## src/rtl/insn_fmt_pkg.sv

```systemverilog
package insn_fmt_pkg;
  localparam int BYTE_W  = 8;
  localparam int NIB_W   = 4;
  localparam int FIELD_W = 20;
  localparam int MAX_LEN = 4;
  localparam int CNT_W   = $clog2(MAX_LEN);
  localparam int LEN_W   = $clog2(MAX_LEN + 1);

  typedef enum logic [1:0] {
    FMT_ONE   = 2'd0,
    FMT_TWO   = 2'd1,
    FMT_THREE = 2'd2,
    FMT_FOUR  = 2'd3
  } fmt_e;

  typedef struct packed {
    fmt_e               fmt;
    logic               legacy;
    logic [BYTE_W-1:0]  opcode;
    logic [NIB_W-1:0]   r1;
    logic [NIB_W-1:0]   r2;
    logic               n;
    logic               i;
    logic               x;
    logic               b;
    logic               p;
    logic               e;
    logic [FIELD_W-1:0] field;
  } rec_t;
endpackage

```

## src/rtl/insn_len_resolve.sv

```systemverilog
module insn_len_resolve
  import insn_fmt_pkg::*;
(
  input  logic [BYTE_W-1:0] head_i,
  input  logic [BYTE_W-1:0] mode_i,
  output fmt_e              fmt_o,
  output logic              legacy_o,
  output logic [LEN_W-1:0]  len_o
);
  always_comb begin
    fmt_o    = FMT_THREE;
    legacy_o = 1'b0;
    len_o    = LEN_W'(3);
    unique case (head_i[7:4])
      4'hC, 4'hF: begin
        fmt_o = FMT_ONE;
        len_o = LEN_W'(1);
      end
      4'h9, 4'hA, 4'hB: begin
        fmt_o = FMT_TWO;
        len_o = LEN_W'(2);
      end
      default: begin
        if (head_i[1:0] == 2'b00) begin
          legacy_o = 1'b1;
        end else if (mode_i[4]) begin
          fmt_o = FMT_FOUR;
          len_o = LEN_W'(4);
        end
      end
    endcase
  end
endmodule

```

## src/rtl/insn_byte_gather.sv

```systemverilog
module insn_byte_gather
  import insn_fmt_pkg::*;
(
  input  logic                           clk_i,
  input  logic                           rst_ni,
  input  logic                           take_i,
  input  logic                           last_i,
  input  logic [BYTE_W-1:0]              byte_i,
  output logic [CNT_W-1:0]               cnt_o,
  output logic [MAX_LEN-1:0][BYTE_W-1:0] view_o
);
  logic [CNT_W-1:0]  cnt_q;
  logic [BYTE_W-1:0] hold_q [MAX_LEN-1];

  always_ff @(posedge clk_i or negedge rst_ni) begin
    if (!rst_ni)     cnt_q <= '0;
    else if (take_i) cnt_q <= last_i ? '0 : cnt_q + CNT_W'(1);
  end

  for (genvar k = 0; k < MAX_LEN; k++) begin : g_slot
    if (k < MAX_LEN - 1) begin : g_held
      always_ff @(posedge clk_i or negedge rst_ni) begin
        if (!rst_ni)                                hold_q[k] <= '0;
        else if (take_i && cnt_q == CNT_W'(k))      hold_q[k] <= byte_i;
      end
      // incoming byte overlays its own slot so the record forms in the accept cycle
      assign view_o[k] = (cnt_q == CNT_W'(k)) ? byte_i : hold_q[k];
    end else begin : g_tail
      assign view_o[k] = (cnt_q == CNT_W'(k)) ? byte_i : '0;
    end
  end

  assign cnt_o = cnt_q;
endmodule

```

## src/rtl/insn_rec_pack.sv

```systemverilog
module insn_rec_pack
  import insn_fmt_pkg::*;
(
  input  fmt_e                           fmt_i,
  input  logic                           legacy_i,
  input  logic [MAX_LEN-1:0][BYTE_W-1:0] view_i,
  output rec_t                           rec_o
);
  always_comb begin
    rec_o        = '0;
    rec_o.fmt    = fmt_i;
    rec_o.legacy = legacy_i;
    unique case (fmt_i)
      FMT_ONE: rec_o.opcode = view_i[0];
      FMT_TWO: begin
        rec_o.opcode = view_i[0];
        rec_o.r1     = view_i[1][7:4];
        rec_o.r2     = view_i[1][3:0];
      end
      default: begin
        rec_o.opcode = {view_i[0][7:2], 2'b00};
        rec_o.x      = view_i[1][7];
        if (legacy_i) begin
          rec_o.field = FIELD_W'({view_i[1][6:0], view_i[2]});
        end else begin
          rec_o.n = view_i[0][1];
          rec_o.i = view_i[0][0];
          rec_o.b = view_i[1][6];
          rec_o.p = view_i[1][5];
          rec_o.e = view_i[1][4];
          if (fmt_i == FMT_FOUR)
            rec_o.field = {view_i[1][3:0], view_i[2], view_i[3]};
          else
            rec_o.field = FIELD_W'({view_i[1][3:0], view_i[2]});
        end
      end
    endcase
  end
endmodule

```

## src/rtl/insn_fmt_classifier.sv

```systemverilog
module insn_fmt_classifier
  import insn_fmt_pkg::*;
(
  input  logic                clk_i,
  input  logic                rst_ni,
  input  logic                in_valid_i,
  input  logic [BYTE_W-1:0]   in_byte_i,
  output logic                in_ready_o,
  output logic                rec_valid_o,
  output logic [1:0]          rec_fmt_o,
  output logic                rec_legacy_o,
  output logic [BYTE_W-1:0]   rec_opcode_o,
  output logic [NIB_W-1:0]    rec_r1_o,
  output logic [NIB_W-1:0]    rec_r2_o,
  output logic                rec_n_o,
  output logic                rec_i_o,
  output logic                rec_x_o,
  output logic                rec_b_o,
  output logic                rec_p_o,
  output logic                rec_e_o,
  output logic [FIELD_W-1:0]  rec_field_o
);
  logic                           take;
  logic                           last;
  logic [CNT_W-1:0]               cnt;
  logic [MAX_LEN-1:0][BYTE_W-1:0] view;
  fmt_e                           fmt;
  logic                           legacy;
  logic [LEN_W-1:0]               len;
  rec_t                           rec_d, rec_q;
  logic                           valid_q;

  assign in_ready_o = 1'b1;
  assign take       = in_valid_i;
  assign last       = (LEN_W'(cnt) + LEN_W'(1)) == len;

  insn_byte_gather u_gather (
    .clk_i  (clk_i),
    .rst_ni (rst_ni),
    .take_i (take),
    .last_i (last),
    .byte_i (in_byte_i),
    .cnt_o  (cnt),
    .view_o (view)
  );

  insn_len_resolve u_len (
    .head_i   (view[0]),
    .mode_i   (view[1]),
    .fmt_o    (fmt),
    .legacy_o (legacy),
    .len_o    (len)
  );

  insn_rec_pack u_pack (
    .fmt_i    (fmt),
    .legacy_i (legacy),
    .view_i   (view),
    .rec_o    (rec_d)
  );

  always_ff @(posedge clk_i or negedge rst_ni) begin
    if (!rst_ni) begin
      valid_q <= 1'b0;
      rec_q   <= '0;
    end else begin
      valid_q <= take && last;
      if (take && last) rec_q <= rec_d;
    end
  end

  assign rec_valid_o  = valid_q;
  assign rec_fmt_o    = rec_q.fmt;
  assign rec_legacy_o = rec_q.legacy;
  assign rec_opcode_o = rec_q.opcode;
  assign rec_r1_o     = rec_q.r1;
  assign rec_r2_o     = rec_q.r2;
  assign rec_n_o      = rec_q.n;
  assign rec_i_o      = rec_q.i;
  assign rec_x_o      = rec_q.x;
  assign rec_b_o      = rec_q.b;
  assign rec_p_o      = rec_q.p;
  assign rec_e_o      = rec_q.e;
  assign rec_field_o  = rec_q.field;
endmodule

```

## config.mk

```make
export PLATFORM = sky130hd
export DESIGN_NAME = insn_fmt_classifier
export DESIGN_NICKNAME = d
export VERILOG_FILES = /design/src/rtl/insn_fmt_pkg.sv /design/src/rtl/insn_len_resolve.sv /design/src/rtl/insn_byte_gather.sv /design/src/rtl/insn_rec_pack.sv /design/src/rtl/insn_fmt_classifier.sv
export SDC_FILE = /design/constraint.sdc
export NUM_CORES = 1
export LEC_CHECK = 0
export BUFFER_PORTS_ARGS = -buffer_cell sky130_fd_sc_hd__buf_2
export CAP_MARGIN = 25
export CELL_PAD_IN_SITES_DETAIL_PLACEMENT = 0
export CELL_PAD_IN_SITES_GLOBAL_PLACEMENT = 1
export CORE_MARGIN = 10
export CORE_UTILIZATION = 48
export DETAILED_ROUTE_END_ITERATION = 16
export PLACE_DENSITY_LB_ADDON = 0.1
export SLEW_MARGIN = 20
export SYNTH_ARGS = -nofsm -noshare
export SYNTH_HDL_FRONTEND = slang
export SYNTH_SLANG_ARGS = --single-unit
export TNS_END_PERCENT = 1
```

## constraint.sdc

```tcl
create_clock -name clk_i -period 4.5 [get_ports clk_i]
set_input_delay 0.9 -clock clk_i [delete_from_list [all_inputs] [get_ports clk_i]]
set_output_delay 0.9 -clock clk_i [all_outputs]
set_load 0.02 [all_outputs]
```

## Yosys cells after proc, flatten, opt, wreduce, memory -nomap -nowiden

Cells that the tools add are included.

- Bits of input ports: 11
- Register bits after elaboration: 72
- Output and inout bits: 47
- Word-level logic and storage cells: 61

- Eq/ne operators: 11
- Reductions and logical operators: 11
- Mux-type cells: 20
- Add/subtract/negate cells: 2

Operators with widths:

| cell | number |
|---|---|
| 2-to-1 mux 20 bit | 2 |
| 2-to-1 mux 8 bit | 5 |
| 2-to-1 mux 26 bit | 1 |
| == test 4 bit (second input constant) | 5 |
| 2-to-1 mux 3 bit | 3 |
| 2-to-1 mux 2 bit | 4 |
| == test 2 bit (second input constant) | 3 |
| zero test 2 bit | 3 |
| one-hot mux 3 bit (2 select lines) | 1 |
| OR reduction 5 bit | 1 |
| == test 2 x 1 -> 1 bit (second input constant) | 2 |
| logical AND 1 bit | 4 |
| one-hot mux 2 bit (2 select lines) | 1 |
| OR reduction 2 bit | 2 |
| adder 2 x 1 -> 3 bit (second input constant) | 1 |
| == test 3 bit | 1 |
| 2-to-1 mux 1 bit | 3 |
| OR reduction 3 bit | 1 |
| adder 2 x 1 -> 2 bit (second input constant) | 1 |

## Longest topological paths before layout

Gate-level depths: netlist (run 1).

- Depth in word-level cells: 9
- Depth in mapped cells: 11
- Gate-level depth less buffers: 8

## Hierarchy

From an unflattened synthesis (run 1), not the netlist that was laid out.

- Cells, all modules: 303
- Area total of the unflattened synthesis: 3990.1 um^2

By module, submodules not included:

| module | area each (um^2) | instances | cells an instance |
|---|---|---|---|
| insn_fmt_classifier | 1964.4 | 1 | 105 |
| insn_byte_gather | 1385.1 | 1 | 99 |
| insn_rec_pack | 504.2 | 1 | 80 |
| insn_len_resolve | 136.4 | 1 | 19 |

## Worst setup path before layout (run 1)

Ideal clock, no wire load.

- Path type: in2reg
- Start point: input port in_byte_i[5]
- End point: register rec_q, in the netlist rec_fmt_o[0]
- Setup time: 127 ps
- Arrival: 2877 ps
- Cell stages on the path: 7
- Path slack: 1495 ps
- Path buffers: 1
- Cells stage by stage: mux2_4 -> xnor2_1 -> or4_1 -> a211o_1 -> o31ai_4 -> buf_6 -> mux2_1

- Longest elaborated chain between the ends: 6
- Elaborated cells between the ends (all ways): 12

Ends and longest elaborated chain:

| what | RTL line | source |
|---|---|---|
| start, declared | insn_fmt_classifier.sv:7 | `input logic [BYTE_W-1:0] in_byte_i,` |
| 2-to-1 mux 8 bit * | insn_byte_gather.sv:27 | `assign view_o[k] = (cnt_q == CNT_W'(k)) ? byte_i : hold_q[k];` |
| == test 4 bit | insn_len_resolve.sv:14 | `unique case (head_i[7:4])` |
| OR reduction 3 bit or OR reduction 2 bit (tied branches) | -- |  |
| one-hot mux 3 bit (2 select lines) | insn_len_resolve.sv:14 |  |
| == test 3 bit | insn_fmt_classifier.sv:35 | `assign last = (LEN_W'(cnt) + LEN_W'(1)) == len;` |
| logical AND 1 bit | insn_fmt_classifier.sv:68 | `if (take && last) rec_q <= rec_d;` |
| end signal, assigned | insn_fmt_classifier.sv:68 |  |
| end, declared | insn_fmt_classifier.sv:30 | `rec_t rec_d, rec_q;` |

Mark *: on every way between the ends. The rest lies on a longest branch, timed or not.
A chain may end at the register's enable or synchronous reset.

## Final worst setup path (run 1)

- Start point: register u_gather.cnt_q[0], in the netlist u_gather.cnt_o[0]
- End point: register rec_q, in the netlist rec_opcode_o[3]

- Longest elaborated chain between the ends: 7
- Elaborated cells between the ends (all ways): 18

Ends and longest elaborated chain:

| what | RTL line | source |
|---|---|---|
| start, declared | insn_byte_gather.sv:12 | `logic [CNT_W-1:0] cnt_q;` |
| start signal, assigned | insn_byte_gather.sv:17 | `else if (take_i) cnt_q <= last_i ? '0 : cnt_q + CNT_W'(1);` |
| zero test 2 bit or == test 2 x 1 -> 1 bit (tied branches) | insn_byte_gather.sv:27 |  |
| 2-to-1 mux 8 bit | insn_byte_gather.sv:27 |  |
| == test 4 bit (tied with other cells) | insn_len_resolve.sv:14 |  |
| OR reduction 3 bit (tied with other cells) | -- |  |
| one-hot mux 3 bit (2 select lines) | insn_len_resolve.sv:14 |  |
| == test 3 bit | insn_fmt_classifier.sv:35 |  |
| logical AND 1 bit | insn_fmt_classifier.sv:68 |  |

Parallel ways exist; a longest one is shown, timed or not.

==> metrics.cfg, run 1 <==
[worst_hold_path]
hold_class = flip-flop to flip-flop

[sta]
fin_crit_sh = 0.832
clock.fmax_ghz = 0.267
drv_slew = 0
final.setup.tns_ns = 0
relSlewSlack = 0.532
tightest_slew_ns = 0.703
rsz0062_at_grt = false
post-route-min-period_ns = 3.74
clock_skew_ns = 0.00622
finalHoldViolations = 0
finalSetupViolCount = 0

[logic_synthesis]
async_flop_share = 1.00
avgSynthCellArea_um2 = 12.1
synth_top_area_cell = dfrtp_1
netlist.area_leader.share = 0.506
synth_warnings = 0
syn-cell-area_um2 = 3560
ys_seq_elements = 72
synth-edff-count = 0
ys_types = 38
yosys_most_used_dff = dfrtp_1
synth_seq_area_share = 0.506
yosys-top-cells-area = dfrtp_1, mux2_2, mux2i_1, mux2_1, nor2_1
synthCells = 294
syn-num-nets = 309

[route]
wire_per_inst_um = 18.0
via_per_inst = 5.41
ant_nets = 0
drc = 0
dr_total_vias = 2501
drt-initial-drc-count = 100
drtPass1Iterations = 5
routed_wl_um = 8300

[finish]
finalNonFillerCells = 462
diodes = 0
final_nets = 373
nFillCells = 645
syn_to_final_growth_pct = 18.0
seqCellArea_um2 = 1800
final_layout_size_suffix_gt1_frac = 0.410
multi_input_area_um2 = 1620

[placed_design]
dp.cells = 446
portBuffers = 56
gp_congestion = 0.808
hpwl_um = 6010

[pwr]
power.density_nw_per_um2 = 847
internal_power_mw = 2.07
p_comb_frac = 0.541
clock_power_share = 0.166
leakage_nw = 2.00
seqPwrFrac = 0.293
switching_share = 0.417
p_sw_mw = 1.49
irDropWorstVdd_mv = 0.353

[worst_setup_path]
crit_type = flip-flop to flip-flop
path_delay_family = compound AO/OA/AOI/OAI gates
critPathBufInv = 3
arrival_ns = 3.98
critPathCaptureType = flip-flop
critPathRequiredTime_ns = 4.74
path_cells = inv_1 -> ha_1 -> mux2i_2 -> xnor2_1 -> or4_1 -> a211o_1 -> o31ai_4 -> buf_6 -> buf_4 -> mux2_2
slowest_stage = o31ai_4
slowest_delay_ns = 0.53
start_kind = flip-flop
critPathMaxFanout = 17

[cts]
cts-root-buf = clkbuf_8
cts_tree = yes
clockBufferDepth = 2
ctsResizeCount = 0
cts_buffers = 9
clkTransAtPathRegs_ns = 0.07
htreeDepth = 3
cts_hold_buf = 0
cts_setup_buffers = 0
cts.sinks = 72
clk_latency_ns = 0.35

[die]
die_w_um = 106
io_pins = 58
start_util = 0.491
rows = 31
core_area_um2 = 7250
die_h_um = 106
die_area_um2 = 11300

[global_routing]
antenna_found_initial = 0
grt_util_met1 = 0.195
busiest_layer = met2
gr-usage-met3 = 0.0380
grt_max_degree = 46
grt_pass1_vias = 2606
grtUsageMet2 = 0.244
grtUsageTotal = 0.154
overflow = 0
grt_pass1_wl_um = 13800

[run_status]
status = complete, no violations

[job]
max_cap_viol_count = 0

==> cells by family (layout without fill, tap and decap cells) <==
| group | after synthesis | count (layout) | synth area share |
|---|---|---|---|
| other | 1 | 1 | 0.00105 |
| buffers and inverters | 26 | 95 | 0.0393 |
| XOR/XNOR | 3 | 3 | 0.00738 |
| flip-flops | 72 | 72 | 0.506 |
| AO/OA/AOI/OAI | 39 | 39 | 0.0903 |
| AND/OR/NAND/NOR | 65 | 65 | 0.0818 |
| adder cells (fa/ha/maj) | 4 | 4 | 0.0141 |
| multiplexers | 84 | 84 | 0.260 |
==> synth_stat cells, types with 5 or more instances <==
cell and instances:
mux2_1 10, clkbuf_1 9, a31o_2 6, a31oi_1 7
buf_6 5, mux2i_1 20, nor3_1 11, nor2_1 24
nand2b_1 6, a211oi_1 9, inv_1 9, mux2_2 52
nand2_1 17, dfrtp_1 72
==> registers in the layout (all words and copies together) (netlist names) <==
name / cells
rec_valid_o: 1
rec_r1_o: 4
rec_e_o: 1
u_gather.hold_q: 24
rec_field_o: 20
u_gather.cnt_o: 2
rec_x_o: 1
rec_legacy_o: 1
rec_i_o: 1
rec_r2_o: 4
rec_n_o: 1
rec_fmt_o: 2
rec_p_o: 1
rec_b_o: 1
rec_opcode_o: 8
==> routing by layer <==
metal	vias up	part of all wire	wire (um)
li1	1184	-	-
met1	1238	0.46	3820
met2	66	0.48	3960
met3	13	0.047	392
met4	0	0.016	136
met5	-	0	0
==> worst paths after layout <==
check | from | slack (ns) | to | depth (start not counted)
setup / recovery | u_gather.cnt_o[0] | 0.76 | rec_opcode_o[3] | 10
hold / removal | rec_opcode_o[5] | 0.49 | rec_opcode_o[5] | 1
setup reg to reg | u_gather.cnt_o[0] | 0.76 | rec_opcode_o[3] | 10
hold reg to reg | rec_opcode_o[5] | 0.49 | rec_opcode_o[5] | 1
max in group asynchronous | rst_ni | 3.16 | rec_x_o | 2
min in group asynchronous | rst_ni | 0.54 | rec_field_o[2] | 1
==> final cells by class <==
cell class                 count  share of cell area
sequential                    72               0.429
multi-input combinational    196               0.386
timing repair buffer          70              0.0932
clock buffer                  12              0.0369
tap                           99              0.0295
clock inverter                 4              0.0182
inverter                       9             0.00804
==> power by group through the flow <==
stage	logic, mW	clock network (mW)	registers (mW)
floorplan	1.26	0	1.21
global placement	1.93	0	1.05
detailed placement	1.94	0	1.06
CTS	1.95	0.605	1.05
global route	2.11	0.629	1.08
finish	1.93	0.592	1.04
==> stage by stage <==
stage	hold WS, ns	setup slack (ns)	area (um2)	utilization	power [mW]
after floorplan	0.475	1.50	3560	-	2.47
after global placement	0.464	0.376	3960	0.546	2.97
after detailed placement	0.469	0.721	3970	0.547	3.00
after CTS	0.486	0.748	4200	0.579	3.60
after global routing	0.511	0.536	4200	0.579	3.82
final	0.487	0.758	4200	0.579	3.56
==> cell usage in the layout (no fill, tap or decap), types with 2 or more instances in the layout <==
master     Yosys  routed
a31oi_1        7       7
nand2b_1       6       6
nor3_1        11      11
mux2i_1       20      20
o21ai_0        4       4
xnor2_1        2       2
mux2_2        52      52
buf_2          1      55
dfrtp_1       72      72
buf_4          1      14
a21oi_1        3       3
a211oi_1       9       9
bufinv_16      0       2
nor2_1        24      24
inv_1          9       9
mux2_1        10      10
ha_1           4       4
a31o_2         6       6
a211o_1        2       2
nand2_1       17      17
clkbuf_8       0      11
nand4_1        4       4
No activity file was read; power rests on OpenSTA's default activity.
==> run 2, diff against run 1 <==
--- a/config.mk
+++ b/config.mk
@@ -5,12 +5,13 @@
 export SDC_FILE = /design/constraint.sdc
 export NUM_CORES = 1
 export LEC_CHECK = 0
+export ABC_AREA = 1
 export BUFFER_PORTS_ARGS = -buffer_cell sky130_fd_sc_hd__buf_2
 export CAP_MARGIN = 25
 export CELL_PAD_IN_SITES_DETAIL_PLACEMENT = 0
 export CELL_PAD_IN_SITES_GLOBAL_PLACEMENT = 1
 export CORE_MARGIN = 10
-export CORE_UTILIZATION = 48
+export CORE_UTILIZATION = 37
 export DETAILED_ROUTE_END_ITERATION = 16
 export PLACE_DENSITY_LB_ADDON = 0.1
 export SLEW_MARGIN = 20
==> constraint.sdc (replaced) <==
create_clock -name clk_i -period 3.05 [get_ports clk_i]
set_input_delay 0.61 -clock clk_i [delete_from_list [all_inputs] [get_ports clk_i]]
set_output_delay 0.61 -clock clk_i [all_outputs]
set_load 0.02 [all_outputs]
==> run 2 against run 1 <==
Against the previous run: cell count rose by 53%; setup slack got worse by 0.43 ns; die area grew 31%; global-route usage is 0.074 points lower; utilization decreased by 14 points; synthesized area rose by 7.2%; largest power group unchanged; highest routed layer unchanged.
==> metrics.cfg, run 2 <==
[logic_synthesis]
synth_xor_area_frac = 0
netlist.area_leader.share = 0.472
synth_seq_area_share = 0.472
synth-simple-area-share = 0.352
synth-edff-count = 0
ys_seq_elements = 72
synth_warnings = 0
ys_types = 25
yosys_most_used_dff = dfrtp_1
async_flop_share = 1.00
synth_top_family_by_area = simple AND/OR/NAND/NOR gates
avgSynthCellArea_um2 = 7.37
synthMuxAreaShare = 0
syn-num-nets = 533
syn-cell-area_um2 = 3820
synth-adder-area-share = 0.0131
synth_top_area_cell = dfrtp_1
yosys-top-cells-count = nand2_1, dfrtp_1, o21ai_0
synth_compound_area_frac = 0.0682
yosys-top-cells-area = dfrtp_1, nand2_1, o21ai_0, nand4_1, inv_1
synthCells = 518
synth.most_common_cell = nand2_1

[pwr]
power.density_nw_per_um2 = 1300
leakage_nw = 2.51
irDropWorstVdd_mv = 0.398
total_power_mw = 5.77

[global_routing]
grt_max_degree = 47
grt_pass1_wl_um = 18000
antenna_found_initial = 0
overflow = 0
grtUsageTotal = 0.153
grt_pass1_vias = 3378

[placed_design]
portBuffers = 56
hpwl_um = 8010
gp_congestion = 0.805

[run_status]
status = complete, no violations

[finish]
diodes = 0
final_cell_mix = nand2_1, dfrtp_1, buf_2, o21ai_0, inv_1
largest_reg_flops = 24
final_nets = 581
final_layout_size_suffix_gt1_frac = 0.168
nFillCells = 1116
final_common_cell = nand2_1
multi_input_area_um2 = 1660
largest_register = u_gather.hold_q
seqCellArea_um2 = 1800
syn_to_final_growth_pct = 16.4

[die]
die_w_um = 122
start_util = 0.375
die_h_um = 122
die_area_um2 = 14800
core_area_um2 = 10200
io_pins = 58
rows = 37

[sta]
drv_slew = 0
finalSetupViolCount = 0
rsz0062_at_grt = false
holdWs_ns = 0.361
relSlewSlack = 0.336
fin_crit_sh = 0.892
final.setup.tns_ns = 0
finalHoldViolations = 0
clock_skew_ns = 0.00760
clock.fmax_ghz = 0.368
post-route-min-period_ns = 2.72
tightest_slew_ns = 0.985

[worst_setup_path]
start_kind = flip-flop
crit_type = flip-flop to flip-flop
critPathMaxFanout = 14
arrival_ns = 3.00
critPathRequiredTime_ns = 3.33
critPathCaptureType = flip-flop

[cts]
cts_buffers = 9
htreeDepth = 3
cts_tree = yes
clockBufferDepth = 2
cts-root-buf = clkbuf_8
clk_latency_ns = 0.35
cts.sinks = 72
clkTransAtPathRegs_ns = 0.08

[route]
drc = 0
drt-initial-drc-count = 209
routed_wl_um = 10700
wire_per_inst_um = 15.1
via_per_inst = 4.76
drtPass1Iterations = 4
ant_nets = 0
dr_total_vias = 3367

[worst_hold_path]
hold_class = input pin to async pin

[job]
max_cap_viol_count = 0

run 2: stage by stage:
| step | worst slack (ns) | cells | area (um2) | util |
|---|---|---|---|---|
| finish | 0.330 | 707 | 4450 | 0.436 |
| global route | 0.0293 | 707 | 4450 | 0.436 |
| CTS | 0.148 | 706 | 4420 | 0.434 |
| detailed placement | 0.165 | 690 | 4190 | 0.411 |
| global placement | 0.172 | 690 | 4190 | 0.411 |
| floorplan | 0.784 | 518 | 3820 | - |
run 2: cells by family (layout without fill, tap and decap cells):
| group | count (synthesis) | after routing |
|---|---|---|
| adders and majority gates | 4 | 4 |
| other | 1 | 1 |
| buffers and inverters | 78 | 131 |
| AOI/OAI and AO/OA | 51 | 51 |
| DFF | 72 | 72 |
| and+or+nand+nor | 312 | 312 |
run 2: worst paths after layout:
path,cells after the start,to,slack [ns],from
setup reg to reg,14,rec_e_o,0.33,u_gather.cnt_o[0]
setup / recovery,14,rec_e_o,0.33,u_gather.cnt_o[0]
hold reg to reg,2,rec_opcode_o[7],0.47,rec_opcode_o[7]
hold / removal,1,rec_valid_o,0.36,rst_ni
max in group asynchronous,2,rec_field_o[6],2.01,rst_ni
min in group clk_i,2,rec_opcode_o[7],0.47,rec_opcode_o[7]
run 2: cell type report:
type,instances,share of cell area
flip-flops and latches,72,0.405
multi-input cells,368,0.373
repair buffers,69,0.0915
inverters,46,0.0397
well taps,136,0.0383
clock buffers,11,0.0341
clock inverters,5,0.0177
run 2: critical path, stage by stage, from the launching register on:
cell     delay [ns]
dfrtp_1        0.46
inv_1          0.14
ha_2           0.27
inv_2          0.16
nand2_1        0.08
nand2_1        0.11
nor2_1         0.09
nor2_1         0.29
nand3_4        0.12
nand2_1        0.07
nand2_1        0.08
nor2_4         0.21
buf_4          0.24
nand4_1        0.20
nand2_1        0.13
run 2: layer usage:
layer / wire length (um) / global-route usage / up-vias
li1: - / - / 1725
met1: 5070 / 0.206 / 1562
met2: 4920 / 0.244 / 69
met3: 589 / 0.0315 / 11
met4: 119 / 0.0447 / 0
met5: 0 / 0 / -
run 2: timing repair:
action,4_1_cts,5_1_grt
gates resized for setup,0,3
hold buffers,0,0
setup endpoints to repair,0,48
setup buffers,0,1
run 2: report_power, final:
group | internal [mW] | leakage, nW | switching, mW
clock | 0.504 | 0.119 | 0.373
sequential | 1.33 | 0.933 | 0.197
combinational | 1.05 | 1.45 | 2.32
total | 2.88 | 2.51 | 2.89
